File: config.mk
export PLATFORM = sky130hd
export DESIGN_NAME = scu_ctrl_regs
export DESIGN_NICKNAME = d
export VERILOG_FILES = /design/src/rtl/scu_ctrl_pkg.sv /design/src/rtl/scu_ctrl_decode.sv /design/src/rtl/scu_ctrl_status.sv /design/src/rtl/scu_ctrl_rdmux.sv /design/src/rtl/scu_ctrl_regs.sv
export SDC_FILE = /design/constraint.sdc
export NUM_CORES = 1
export LEC_CHECK = 0
export ABC_CLOCK_PERIOD_IN_PS = 1500
export BUFFER_PORTS_ARGS = -buffer_cell sky130_fd_sc_hd__buf_2
export CORE_UTILIZATION = 55
export DETAILED_ROUTE_END_ITERATION = 8
export GPL_ROUTABILITY_DRIVEN = 0
export PLACE_DENSITY_LB_ADDON = 0.25
export SYNTH_ARGS = -nofsm -noshare
export SYNTH_HDL_FRONTEND = slang
export SYNTH_SLANG_ARGS = --single-unit
File: constraint.sdc
create_clock -name clk_i -period 1.5 [get_ports clk_i]
set_input_delay 0.3 -clock clk_i [delete_from_list [all_inputs] [get_ports clk_i]]
set_output_delay 0.3 -clock clk_i [all_outputs]
set_load 0.05 [all_outputs]
File: src/rtl/scu_ctrl_pkg.sv
package scu_ctrl_pkg;
  localparam int unsigned ADDR_W = 8;
  localparam int unsigned DATA_W = 32;
  localparam int unsigned SIZE_W = 3;
  localparam int unsigned LANES  = DATA_W / 8;
  localparam int unsigned LANE_W = $clog2(LANES);

  localparam logic [ADDR_W-1:0] OFF_CTRL   = 8'h00;
  localparam logic [ADDR_W-1:0] OFF_CFG    = 8'h04;
  localparam logic [ADDR_W-1:0] OFF_STATUS = 8'h08;

  typedef enum logic [1:0] {
    SEL_NONE,
    SEL_CTRL,
    SEL_CFG,
    SEL_STATUS
  } reg_sel_e;

  function automatic logic size_ok(input logic [SIZE_W-1:0] sz);
    return (sz == 3'd1) || (sz == 3'd2) || (sz == 3'd4);
  endfunction
endpackage

File: src/rtl/scu_ctrl_decode.sv
module scu_ctrl_decode
  import scu_ctrl_pkg::*;
(
  input  logic [ADDR_W-1:0] addr_i,
  input  logic [SIZE_W-1:0] size_i,
  output reg_sel_e          sel_o,
  output logic [LANE_W-1:0] lane_o,
  output logic              size_ok_o
);
  always_comb begin
    sel_o = SEL_NONE;
    if (addr_i == OFF_CTRL) sel_o = SEL_CTRL;
    else if (addr_i == OFF_CFG) sel_o = SEL_CFG;
    else if (addr_i[ADDR_W-1:LANE_W] == OFF_STATUS[ADDR_W-1:LANE_W]) sel_o = SEL_STATUS;
  end

  assign lane_o    = addr_i[LANE_W-1:0];
  assign size_ok_o = size_ok(size_i);
endmodule

File: src/rtl/scu_ctrl_status.sv
module scu_ctrl_status
  import scu_ctrl_pkg::*;
(
  input  logic              clk_i,
  input  logic              rst_ni,
  input  logic              we_i,
  input  logic [LANE_W-1:0] lane_i,
  input  logic [SIZE_W-1:0] size_i,
  input  logic [DATA_W-1:0] wdata_i,
  output logic [DATA_W-1:0] status_o
);
  logic [DATA_W-1:0] wshift;
  assign wshift = wdata_i << (8 * lane_i);

  for (genvar j = 0; j < LANES; j++) begin : g_lane
    logic hit;
    // lane j lies in [lane, lane+size) and inside the word
    assign hit = we_i && (j >= int'(lane_i)) && ((j - int'(lane_i)) < int'(size_i));
    always_ff @(posedge clk_i or negedge rst_ni) begin
      if (!rst_ni)  status_o[8*j +: 8] <= '0;
      else if (hit) status_o[8*j +: 8] <= wshift[8*j +: 8];
    end
  end
endmodule

File: src/rtl/scu_ctrl_rdmux.sv
module scu_ctrl_rdmux
  import scu_ctrl_pkg::*;
#(
  parameter int unsigned NUM_CPU = 1
) (
  input  logic              clk_i,
  input  logic              rst_ni,
  input  logic              rd_en_i,
  input  reg_sel_e          sel_i,
  input  logic [LANE_W-1:0] lane_i,
  input  logic              ctrl_i,
  input  logic [DATA_W-1:0] status_i,
  output logic [DATA_W-1:0] rdata_o
);
  localparam logic [DATA_W-1:0] CPU_MASK = DATA_W'((1 << NUM_CPU) - 1);
  localparam logic [DATA_W-1:0] CFG_WORD = (CPU_MASK << 4) | DATA_W'(NUM_CPU - 1);

  logic [DATA_W-1:0] rd_d;
  always_comb begin
    unique case (sel_i)
      SEL_CTRL:   rd_d = {{(DATA_W-1){1'b0}}, ctrl_i};
      SEL_CFG:    rd_d = CFG_WORD;
      SEL_STATUS: rd_d = status_i >> (8 * lane_i);
      default:    rd_d = '0;
    endcase
  end

  always_ff @(posedge clk_i or negedge rst_ni) begin
    if (!rst_ni)      rdata_o <= '0;
    else if (rd_en_i) rdata_o <= rd_d;
  end
endmodule

File: src/rtl/scu_ctrl_regs.sv
module scu_ctrl_regs
  import scu_ctrl_pkg::*;
#(
  parameter int unsigned NUM_CPU = 1
) (
  input  logic              clk_i,
  input  logic              rst_ni,
  input  logic              warm_rst_ni,
  input  logic [ADDR_W-1:0] addr_i,
  input  logic              wr_en_i,
  input  logic              rd_en_i,
  input  logic [SIZE_W-1:0] size_i,
  input  logic [DATA_W-1:0] wdata_i,
  output logic [DATA_W-1:0] rdata_o
);
  if (NUM_CPU < 1 || NUM_CPU > 4) begin : g_bad_cfg
    initial $fatal(1, "NUM_CPU out of range 1..4");
  end

  reg_sel_e          sel;
  logic [LANE_W-1:0] lane;
  logic              sz_ok;
  logic              ctrl_q;
  logic [DATA_W-1:0] status_q;
  logic              ctrl_rst_n;

  scu_ctrl_decode u_dec (
    .addr_i   (addr_i),
    .size_i   (size_i),
    .sel_o    (sel),
    .lane_o   (lane),
    .size_ok_o(sz_ok)
  );

  assign ctrl_rst_n = rst_ni & warm_rst_ni;
  always_ff @(posedge clk_i or negedge ctrl_rst_n) begin
    if (!ctrl_rst_n) ctrl_q <= 1'b0;
    else if (wr_en_i && sz_ok && sel == SEL_CTRL) ctrl_q <= wdata_i[0];
  end

  scu_ctrl_status u_status (
    .clk_i   (clk_i),
    .rst_ni  (rst_ni),
    .we_i    (wr_en_i && sz_ok && sel == SEL_STATUS),
    .lane_i  (lane),
    .size_i  (size_i),
    .wdata_i (wdata_i),
    .status_o(status_q)
  );

  scu_ctrl_rdmux #(.NUM_CPU(NUM_CPU)) u_rd (
    .clk_i   (clk_i),
    .rst_ni  (rst_ni),
    .rd_en_i (rd_en_i),
    .sel_i   (sel),
    .lane_i  (lane),
    .ctrl_i  (ctrl_q),
    .status_i(status_q),
    .rdata_o (rdata_o)
  );
endmodule

# After elaboration in Yosys (flattened, before gate mapping)
# Cells that the tools add are included.
# classes
addsub,4
order_cmp,7
eq_ne,8
shifts,2
n_mux,4
bitwise_logic,1
reduce_logical,13
# op_table
operator,n
$lt A32 B4 Y1,4
$pmux W32 S3,1
$shl A32 B5 Y32,1
$shr A32 B5 Y32,1
$logic_and A1 B1 Y1,10
$eq A8 B3 Y1 const B,1
$logic_not A8 Y1,1
$eq A6 B2 Y1 const B,1
$mux W2,3
$sub A1 B2 Y3 const A,2
$sub A2 B2 Y3 const A,2
$eq A2 B2 Y1 const B,2
$ge A1 B2 Y1 const A,2
$eq A3 B1 Y1 const B,1
$eq A3 B2 Y1 const B,1
$eq A3 B3 Y1 const B,1
$eq A2 B1 Y1 const B,1
$ge A2 B2 Y1 const A,1
$logic_or A1 B1 Y1,2
$and A1 B1 Y1,1
# word_totals
register_bits,65
out_inout_bits,32
wordCells,45

# Depth between registers and ports, before layout
# depth
depth_word,8
ltp_mapped,8
depth_no_buf,7

# Cells and area by module
# Synthesis repeated with hierarchy kept, for this count alone.
# unflattened
hier_cells,331
hier_area_um2,3678.5
# by_module_without_submodules
module,instances,cells_per_inst,area_per_inst_um2,seq_area_each_um2
scu_ctrl_status,1,191,1881.8,800.8
scu_ctrl_rdmux,1,124,1646.6,800.8
scu_ctrl_decode,1,11,88.8,0.0
scu_ctrl_regs,1,5,61.3,25.0

# Least setup slack after synthesis
# OpenSTA, ideal clock, no wires.
# synth_timing
kind,input to register
from,in addr_i[0]
to,reg u_status.status_o[16]
arrival_ns,2.143
required_ns,1.375
path_slack_ns,-0.768
path_stages,8
n_path_buf,1
path_cell_list,buf_2 inv_1 ha_1 inv_1 ha_1 a211o_1 a2111oi_4 mux2_2
# synth_via
elab_chain_len,7
word_cells_on_any_way,12
classes_between,1 x add/sub; 2 x order compare; 2 x eq/ne; 1 x shift; 2 x mux; 4 x reduce/logical
# synth_lines
element,line,text
start: declaration,scu_ctrl_regs.sv:9,"input logic [ADDR_W-1:0] addr_i,"
branches (longest 7 deep; another with $lt A32 B4 Y1),n/a,
end signal: indexed assignment,scu_ctrl_status.sv:21,else if (hit) status_o[8*j +: 8] <= wshift[8*j +: 8];
end: declaration,scu_ctrl_status.sv:10,output logic [DATA_W-1:0] status_o
# Parallel ways; which one is timed is not known.
# A chain may end at the register's enable or synchronous reset.

# Final worst setup path
# layout_timing
from,in addr_i[0]
to,reg u_status.status_o[23]
# The elaborated chain is that of the path after synthesis.

==> run summary <==
Worst VDD drop - 510.5 uV
Worst Tran Pin Value - 395.4 ps
Worst Hold Class - input port to flip-flop
Root Driver - clkbuf_8
Hold_ws - 222.7 ps
Vias per inst - 5.564
Die ar. - 0.007112 mm2
First-pass detailed-route iteration total - 9
Hold Crit Depth - 3
Synth Area in XOR/XNOR - 0.002349
Placed inst area - 0.004496 mm2
Critical path class - input port to flip-flop
Pwr Total - 4.079 mW
RSZ-0062 raised after global routing - true
Worst Setup Slack post-DPL - -645.3 ps
Initial core utilization - 0.5773
Post-DRT Antenna Nets - 0
Post-Layout Inst Area - 0.004838 mm2
Failing checks - design-rule violations, negative setup slack
Syn_nets - 435
CP startpoint kind - input port
Clk buf depth - 2
Slew Limit Fails - 0
Grt ovf - 0
Yosys warning count - 0
Lkg Pwr - 2.372 nW
Ant. Diodes - 0
# DRC - 6
DR vias - 3127
IO Port Bufs - 79
Final Worst Setup Slack - -185.6 ps
H-tree depth - 3
Mapped Area - 0.003729 mm2
Share of layout cells above drive strength 1 - 0.3629
Req. time, crit path - 1730 ps
Setup_tns - -1413 ps
Setup Viol. Count Final - 8
Non-Filler Instances - 562
I/O pin cnt - 80
Area Overhead vs Synth - 29.77%
CTS tree - done
Seq/Total Area, Yosys - 0.4362
Slew HR - 0.7364
Synth Area per Inst - 9.864 um2
Cell repeated most along the worst path - ha_4
Die H - 84.34 um
EDFF count, synth - 0
Site Rows - 29
Clk_lat worst skew - 340 ps
Gate Count Post-Synth - 378
First-pass GRT wire length - 15090 um
Max Freq - 0.5933 GHz
Pwr per Cell Area - 843.0 mW/mm2
Tmin final - 1686 ps
Complex-gate fraction of the synthesized area - 0.1493
Die width - 84.34 um
Worst reg2reg path depth - 3
Slowest stage delay, CP - 320 ps
Largest net degree at the start of global routing - 53
# Max-Cap Violations - 0
Final period util - 1.124
Synth cell types - 32
Status - finished with violations
CTS Buf Count - 9
Util after Layout - 0.7491
Core Area - 0.006459 mm2
Synth area leader - dfrtp_1
Final nets - 538
All-layer global routing usage - 0.2729
Post-Synth Adder-Cell Area - 0.03020
CP Data Arrival Time - 1910 ps
Vias in the first global route - 3005
Clock-pin slew on the worst setup and hold paths - 70 ps
DR iter-0 viols - 238
Post-Route WL - 9101 um
Worst path slowest cell - a211o_1
Crit. End Element - flip-flop
Simple-gate share of the synthesized area - 0.09732
Antenna violations before repair - 0
Post-synthesis mux area share - 0.2138
Avg WL per Cell - 16.19 um
CP Max Fanout - 8
Synth top area share - 0.4362
Main flop type after synthesis - dfrtp_1
Sink Count - 65
Hold Fails Final Rpt - 0
Largest family of logic cells by synthesized area - multiplexers
DP Wirelength - 6582 um
Post-Place Cells - 544
Layout Skew - 5.095 ps
CP Cell Sequence - buf_8 > inv_6 > ha_4 > inv_2 > ha_4 > a211o_1 > a2111oi_4 > buf_6 > mux2_4
Yosys reg bits - 65
Asr flop ratio synth - 1.000
Synth area leaders - dfrtp_1 44%, mux2i_1 10%, mux2_2 10%
[cells by family (layout without fill, tap and decap cells)]
| kind of cell | count (synthesis) | in the layout |
|---|---|---|
| AO/OA/AOI/OAI | 84 | 84 |
| XOR/XNOR | 1 | 1 |
| adder cells (fa/ha/maj) | 9 | 9 |
| buffers and inverters | 69 | 176 |
| flip-flops | 65 | 65 |
| multiplexers | 73 | 73 |
| AND/OR/NAND/NOR | 77 | 77 |
[sequential cells by signal, summed over array words and instances (netlist names)]
name / cells
u_rd.rdata_o: 32
u_status.status_o: 32
ctrl_q: 1
[layout make-up]
| type | instances | area, um2 |
|---|---|---|
| Multi-Input combinational cell | 244 | 1944 |
| Sequential cell | 65 | 1627 |
| Fill cell | 468 | 1620 |
| Timing Repair Buffer | 115 | 780.7 |
| Inverter | 46 | 180.2 |
| Clock buffer | 12 | 145.1 |
| Tap cell | 77 | 96.34 |
| Clock inverter | 3 | 65.06 |
[critical path: cells and delay by family]
family          cells  cell delay [ps]
buf+inv             4              360
compound gates      2              530
fa+ha+maj           2              400
mux                 1              320
[power by group]
group | internal (mW) | leakage (nW) | switching [mW]
Combinational | 0.295 | 1.40 | 0.337
Clock | 0.971 | 0.106 | 0.642
Sequential | 1.79 | 0.861 | 0.0417
Total | 3.06 | 2.37 | 1.02
[Yosys cell counts (all sizes together), types with 2 or more instances]
| master | number |
|---|---|
| clkbuf | 16 |
| inv | 46 |
| o22ai | 31 |
| a211oi | 9 |
| a2111oi | 2 |
| nand2 | 36 |
| buf | 7 |
| mux2i | 38 |
| dfrtp | 65 |
| o21ai | 9 |
| nor2b | 10 |
| ha | 9 |
| o211ai | 3 |
| nand3 | 2 |
| nor2 | 24 |
| mux4 | 2 |
| mux2 | 33 |
| a21oi | 25 |
[per-layer routing]
metal / part of all wire / GRT usage / routed length [um] / vias up
li1: - / - / - / 1519
met1: 0.49 / 0.4069 / 4499 / 1493
met2: 0.44 / 0.4121 / 3980 / 107
met3: 0.057 / 0.04031 / 517 / 8
met4: 0.011 / 0.09091 / 104 / 0
met5: 0 / 0 / 0 / -
[timing repair]
item | CTS | global route
hold buffers | 2 | 0
endpoints found under the hold margin | 13 | 0
buffers inserted | 0 | 1
pin swaps | 7 | 6
resized for setup | 18 | 9
endpoints found under the setup margin | 38 | 33
[placed cells by master (no fill, tap or decap), types with 8 or more instances in the layout]
master	Yosys	routed
buf_2	4	75
dfrtp_1	65	65
inv_1	46	42
mux2i_1	38	38
nand2_1	36	35
o22ai_1	31	31
buf_4	0	25
a21oi_1	25	24
nor2_1	24	23
mux2_2	33	17
mux2_4	0	16
nor2b_1	10	10
clkbuf_8	0	10
a211oi_1	8	8
o21ai_0	9	8
[worst paths after layout]
check | start | to | slack [ps]
max | addr_i[0] | u_status.status_o[23] | -190
max reg2reg | u_status.status_o[28] | u_rd.rdata_o[4] | 160
min | wdata_i[4] | u_status.status_o[4] | 220
min in group asynchronous | warm_rst_ni | ctrl_q | 360
max in group asynchronous | rst_ni | u_rd.rdata_o[5] | 490
min reg2reg | ctrl_q | ctrl_q | 520
Power figures use the tool's default switching activity.
